[src/rtl/wdt_keyed.sv]
module wdt_keyed #(
  parameter logic [7:0] KEY_CNT = 8'h5A,
  parameter logic [7:0] KEY_CTL = 8'hA5
) (
  input  logic        clk,
  input  logic        rst_n,
  input  logic        wr_en,
  input  logic        rd_en,
  input  logic [1:0]  addr,
  input  logic [15:0] wdata,
  output logic [7:0]  rdata,
  output logic        irq,
  output logic        rst_req
);
  localparam int PW = 17;

  logic [PW-1:0] pre, mask;
  logic [7:0]    cnt;
  logic [2:0]    sel;
  logic          ovf, ovf_arm, wd_mode, tme;
  logic          wd_flag, wd_arm, rst_en;

  wire cnt_wr = wr_en && addr == 2'd0 && wdata[15:8] == KEY_CNT;
  wire ctl_wr = wr_en && addr == 2'd0 && wdata[15:8] == KEY_CTL;
  wire rc_wr  = wr_en && addr == 2'd2;

  always_comb begin
    case (sel)
      3'd0:    mask = PW'(17'h00001);
      3'd1:    mask = PW'(17'h0003F);
      3'd2:    mask = PW'(17'h0007F);
      3'd3:    mask = PW'(17'h001FF);
      3'd4:    mask = PW'(17'h007FF);
      3'd5:    mask = PW'(17'h01FFF);
      3'd6:    mask = PW'(17'h07FFF);
      default: mask = PW'(17'h1FFFF);
    endcase
  end

  wire tick = tme && ((pre & mask) == mask);
  wire roll = tick && cnt == 8'hFF && !cnt_wr;

  always_ff @(posedge clk or negedge rst_n)
    if (!rst_n)    pre <= '0;
    else if (!tme) pre <= '0;
    else           pre <= pre + 1'b1;

  always_ff @(posedge clk or negedge rst_n)
    if (!rst_n)      cnt <= '0;
    else if (!tme)   cnt <= '0;
    else if (cnt_wr) cnt <= wdata[7:0];
    else if (tick)   cnt <= cnt + 8'd1;

  always_ff @(posedge clk or negedge rst_n)
    if (!rst_n) begin
      wd_mode <= 1'b0; tme <= 1'b0; sel <= '0;
    end else if (ctl_wr) begin
      wd_mode <= wdata[6]; tme <= wdata[5]; sel <= wdata[2:0];
    end

  always_ff @(posedge clk or negedge rst_n)
    if (!rst_n)                            ovf <= 1'b0;
    else if (roll)                         ovf <= 1'b1;
    else if (rst_req)                      ovf <= 1'b0;
    else if (ctl_wr && !wdata[7] && ovf_arm) ovf <= 1'b0;

  always_ff @(posedge clk or negedge rst_n)
    if (!rst_n)                              ovf_arm <= 1'b0;
    else if (!ovf)                           ovf_arm <= 1'b0;
    else if (rd_en && addr == 2'd0)          ovf_arm <= 1'b1;

  always_ff @(posedge clk or negedge rst_n)
    if (!rst_n)                              wd_flag <= 1'b0;
    else if (roll && wd_mode)                wd_flag <= 1'b1;
    else if (rc_wr && !wdata[7] && wd_arm)   wd_flag <= 1'b0;

  always_ff @(posedge clk or negedge rst_n)
    if (!rst_n)                              wd_arm <= 1'b0;
    else if (!wd_flag)                       wd_arm <= 1'b0;
    else if (rd_en && addr == 2'd2)          wd_arm <= 1'b1;

  always_ff @(posedge clk or negedge rst_n)
    if (!rst_n)     rst_en <= 1'b0;
    else if (rc_wr) rst_en <= wdata[6];

  always_ff @(posedge clk or negedge rst_n)
    if (!rst_n) rst_req <= 1'b0;
    else        rst_req <= roll && wd_mode && rst_en;

  assign irq = ovf && !wd_mode;

  always_comb
    case (addr)
      2'd0:    rdata = {ovf, wd_mode, tme, 2'b00, sel};
      2'd1:    rdata = cnt;
      2'd2:    rdata = {wd_flag, rst_en, 6'b0};
      default: rdata = 8'h00;
    endcase

  p_hold_off_r4: assert property (@(posedge clk) disable iff (!rst_n)
    !tme |=> (cnt == 8'h00 && pre == '0));
  p_pulse_one_r9: assert property (@(posedge clk) disable iff (!rst_n)
    rst_req |=> !rst_req);
  p_pulse_clears_r9: assert property (@(posedge clk) disable iff (!rst_n)
    rst_req |=> !ovf);
  p_ovf_hw_set_r8: assert property (@(posedge clk) disable iff (!rst_n)
    $rose(ovf) |-> $past(tick && cnt == 8'hFF));
  p_cnt_still_r5: assert property (@(posedge clk) disable iff (!rst_n)
    (tme && !tick && !cnt_wr) |=> $stable(cnt));
endmodule

[config.mk]
export PLATFORM = sky130hd
export DESIGN_NAME = wdt_keyed
export DESIGN_NICKNAME = d
export VERILOG_FILES = /design/src/rtl/wdt_keyed.sv
export SDC_FILE = /design/constraint.sdc
export NUM_CORES = 1
export LEC_CHECK = 0
export CAP_MARGIN = 5
export CORE_MARGIN = 3
export CORE_UTILIZATION = 28
export DETAILED_ROUTE_END_ITERATION = 7
export PLACE_DENSITY = 0.5
export SKIP_LAST_GASP = 1
export SYNTH_ARGS = -nofsm -noshare
export SYNTH_HDL_FRONTEND = slang
export SYNTH_SLANG_ARGS = --single-unit
[constraint.sdc]
create_clock -name clk -period 1.8 [get_ports clk]
set_clock_uncertainty 0.05 [all_clocks]
set_input_delay 0.36 -clock clk [delete_from_list [all_inputs] [get_ports clk]]
set_output_delay 0.36 -clock clk [all_outputs]
set_load 0.02 [all_outputs]
# After elaboration in Yosys (flattened, before gate mapping)
# Index checks and enable logic that the tools add are counted.
dict set report word_totals {
  output_inout_bits 10
  register_bits 36
  inputBits 22
  elab_cells 67
}
dict set report op_classes {
  mux 15
  n_reduce_logical 23
  bitwise 1
  eq_ne 15
  add_sub_neg 2
}
# cell n
set op_table {}
lappend op_table {{one-hot mux 17 bit (7 select lines)} 1}
lappend op_table {{2-to-1 mux 8 bit} 3}
lappend op_table {{one-hot mux 8 bit (3 select lines)} 1}
lappend op_table {{adder 17 x 1 -> 17 bit (second input constant)} 1}
lappend op_table {{AND 17 bit} 1}
lappend op_table {{equality test 17 bit} 1}
lappend op_table {{2-to-1 mux 17 bit} 1}
lappend op_table {{equality test 8 bit (second input constant)} 2}
lappend op_table {{logical AND 1 bit} 16}
lappend op_table {{equality test 3 bit (second input constant)} 3}
lappend op_table {{2-to-1 mux 1 bit} 9}
lappend op_table {{adder 8 x 1 -> 8 bit (second input constant)} 1}
lappend op_table {{equality test 8 x 7 -> 1 bit (second input constant)} 1}
lappend op_table {{equality test 3 x 2 -> 1 bit (second input constant)} 2}
lappend op_table {{inequality test 2 x 1 -> 1 bit (second input constant)} 2}
lappend op_table {{equality test 3 x 1 -> 1 bit (second input constant)} 1}
lappend op_table {{logical NOT 1 bit} 3}
lappend op_table {{logical NOT 3 bit} 1}
lappend op_table {{inequality test 3 x 1 -> 1 bit (second input constant)} 1}
lappend op_table {{nonzero test 3 bit} 1}
lappend op_table {{equality test 2 x 1 -> 1 bit (second input constant)} 1}
lappend op_table {{equality test 2 bit (second input constant)} 1}
lappend op_table {{logical NOT 2 bit} 1}
lappend op_table {{nonzero test 2 bit} 1}

# Logic depth before layout (Yosys ltp)
dict set report logic_depth {
  depth_word 9
  mapped_depth 6
  mapped_depth_nobuf 6
}

# Least setup slack after synthesis
# Ideal clock, no wire load.
dict set report synth_path {
  kind {flip-flop to flip-flop}
  start {register sel[1]}
  end {register cnt[6]}
  arrival_time_ns 1.584
  required_time_ns 1.630
  synth_period_minus_slack_ns 1.754
  setup_slack_ns 0.046
  path_stages_with_launch 6
  path_cell_list {dfrtp_1 > o32ai_1 > o2111ai_2 > nor4_2 > xor2_1 > a31o_1}
}
dict set report synth_via {
  elab_chain_len 6
  elab_cells_between_ends 12
}
# element line
set synth_lines {}
lappend synth_lines {{start: declaration} 19} ;# logic [2:0] sel;
lappend synth_lines {{start signal: assignment} 58} ;# wd_mode <= wdata[6]; tme <= wdata[5]; sel <= wdata[2:0];
lappend synth_lines {{equality test 3 bit (tied with other cells)} 28} ;# case (sel)
lappend synth_lines {{one-hot mux 17 bit (7 select lines) *} 28}
lappend synth_lines {{AND 17 bit} 40} ;# wire tick = tme && ((pre & mask) == mask);
lappend synth_lines {{equality test 17 bit *} 40}
lappend synth_lines {{logical AND 1 bit *} 40}
lappend synth_lines {{inequality test 3 x 1 -> 1 bit (no source line) *} -}
lappend synth_lines {{end signal: assignment} 51} ;# else if (cnt_wr) cnt <= wdata[7:0];
lappend synth_lines {{end signal: assignment} 52} ;# else if (tick) cnt <= cnt + 8'd1;
lappend synth_lines {{end: declaration} 18} ;# logic [7:0] cnt;
# Mark *: on every way between the ends. The rest lies on a longest branch, timed or not.
# A chain may end at the register's enable or synchronous reset.

# Worst setup path after layout
dict set report layout_path {
  start {register sel[1]}
  end {register cnt[2]}
}
# The elaborated chain is that of the path after synthesis.

==> results.toml <==
[routing]
vias = 1719
drc_errors = 0
wl_per_cell_um = 13.6
drt_wl_total_um = 5030
first_pass_iters = 4
dr.first_iter.drc_count = 70
postRouteAntennaNets = 0
routed_via_density = 4.65

[setup_path]
r2r_cells = 6
end_kind = "flop"
r2r_start = "sel[1]$_DFFE_PN0P_"
start_kind = "flop"
crit_type = "flop to flop"
arrival_ns = 1.90
rrSetupSlack_ns = 0.02
reg2reg_to = "cnt[2]$_DFFE_PN0P_"
crit_path_max_fanout = 6
worst_ep_required_time_ns = 1.92

[power]
p_comb_share_pct = 10.2
switching_share_pct = 23.1
power_density_nw_per_um2 = 510
internal_power_w = 0.00117
leakage_nw = 1.24
power_switching_w = 0.000350
peakVddDrop_uv = 194
power_frac_clock_pct = 35.6
sequentialPowerShare_pct = 54.2

[floorplan]
ios = 32
num_rows = 30
dieArea_um2 = 8230
core_area_um2 = 6870
die_w_um = 90.7
initial_core_util_pct = 29.3
die_h_um = 90.7

[sta]
layout_worst_path_cycle_share_pct = 99.1
tns_ns = 0
hold_ws_ns = 0.398
setup_viol_count_final = 0
slew_viol_final = 0
worst_pin_slew_ns = 0.360
min_period_ns = 1.78
hold_viol = 0
max_slew_margin_pct = 76.0
rsz0062_at_grt = "true"
fin_ws_ns = 0.0161
fmax_mhz = 561

[synth]
syn_area_per_cell_um2 = 10.0
synthTopCellsByCount = "36 x dfrtp_1, 15 x and2_1, 15 x xnor2_1"
synth_edf_count = 0
netlist_area_um2 = 2010
synth_ff_type = "dfrtp_1"
ys_async_sr_fraction_pct = 100
yosys_register_bits = 36
yosysTopAreaCellShare_pct = 44.8
yosys.area.top_type = "dfrtp_1"
ys_types = 39
yosys-top-cells-area = "dfrtp_1 45%, xnor2_1 6.5%, and2_1 4.7%, mux2i_1 3.5%, mux2_2 3.4%"
yosysMostFrequentCell = "dfrtp_1"
syn-num-nets = 225
syn_inst = 201
yosysWarnings = 0
ys_seq_area_share_pct = 44.8

[placed_design]
dpl_worst_slack_ns = -0.510
place_hpwl_um = 3560
gp_congestion = 0.817
io_buffers = 31

[clocking]
clkTransAtPathRegs_ns = 0.07
clkLatencyLatePin_ns = 0.29
tritoncts = "yes"
hold_buffers = 0
numCtsBuffers = 5
h-tree-depth = 2
clock_path_buffers = 2
cts_root_buf = "clkbuf_8"
clkSinkCount = 36

[global_routing]
grt_usage_pct = 12.4
grt_pass1_wl_um = 8220
grt_max_degree = 37
antenna_found_initial = 0
overflow = 0
grt_pass1_vias = 1696

[hold_path]
hold_path_class = "primary input to asynchronous set/reset pin"

[layout]
drive_gt1_share_pct = 32.8
top_regs = "pre x17, cnt x8, sel x3"
area_growth_syn_to_layout_pct = 48.2
diodes = 0
final_nets = 298
largest_reg_flops = 17
top_register = "pre"

[run_status]
status = "finished, final reports clean"

[flow_run]
cap_violations = 0
==> critical path: stages (launching register included) <==
cell and delay [ns]:
dfrtp_2 0.50, o32ai_4 0.27, o2111ai_4 0.25, buf_6 0.21, nor3b_4 0.17, xnor2_1 0.14, a21oi_1 0.08
==> cells in the final DEF, fill, tap and decap left out, types with 9 or more instances in the layout <==
master and instances:
o21ai_0 10, nand2_1 9, buf_4 33, nand3_1 10, nor2_1 10, dfrtp_1 34, a21oi_1 9, and2_1 15
clkdlybuf4s50_1 20, xnor2_1 15
==> kinds of logic after synthesis <==
kind of cell	after synthesis	synth area share, %
compound gates	33	10.2
fa+ha+maj	2	1.25
buf+inv	9	1.68
flops	36	44.8
xor+xnor	21	9.15
mux	13	6.85
simple gates	87	26.0
==> metal layers <==
metal | wire [µm] | global-route usage [%] | up-vias
met5 | 0 | 0 | -
met4 | 51 | 3.83 | 0
met3 | 198 | 3.17 | 4
met2 | 2320 | 19.2 | 32
met1 | 2460 | 16.8 | 825
li1 | - | - | 858
==> worst max-delay path by stage <==
stage | from | endpoint | slack (ns) | cells past startpoint
CTS | addr[1] | rdata[6] | -0.05 | 5
global placement | addr[0] | rdata[6] | -0.51 | 5
finish | sel[1]$_DFFE_PN0P_ | cnt[2]$_DFFE_PN0P_ | 0.02 | 6
global route | sel[1]$_DFFE_PN0P_ | cnt[5]$_DFFE_PN0P_ | -0.08 | 7
floorplan | sel[1]$_DFFE_PN0P_ | cnt[6]$_DFFE_PN0P_ | 0.05 | 5
detailed placement | addr[0] | rdata[6] | -0.51 | 5
==> through the flow <==
| step | util, % | cell area, µm² | power, W | cells |
|---|---|---|---|---|
| after CTS | 41.7 | 2870 | 0.00154 | 368 |
| final | 43.4 | 2980 | 0.00152 | 370 |
| after floorplan | - | 2010 | 0.000879 | 201 |
| after global routing | 43.4 | 2980 | 0.00158 | 370 |
| after global placement | 39.3 | 2700 | 0.000980 | 358 |
| after detailed placement | 39.3 | 2700 | 0.000980 | 358 |
==> cell type report <==
class / count / area [µm²]
clock inverters: 1 / 5.00
multi-input cells: 156 / 1230
well taps: 96 / 120
clock buffers: 6 / 72.6
repair buffers: 71 / 633
inverters: 4 / 15.0
fillers: 690 / 3890
flip-flops and latches: 36 / 903
==> power by group through the flow <==
stage	clock network (W)	registers, W	logic, W
3_3_place_gp	0	0.000838	0.000142
6_report	0.000540	0.000824	0.000155
2_1_floorplan	0	0.000837	0.0000423
5_1_grt	0.000589	0.000824	0.000170
4_1_cts	0.000562	0.000823	0.000155
3_5_place_dp	0	0.000838	0.000142
==> repair_timing <==
action	4_1_cts	5_1_grt
setup buffers	3	2
endpoints found under the setup margin	15	23
hold endpoints to repair	0	0
gates cloned	0	0
pin swaps	4	16
gates resized for setup	48	23
(Power assumes the default switching activity.)
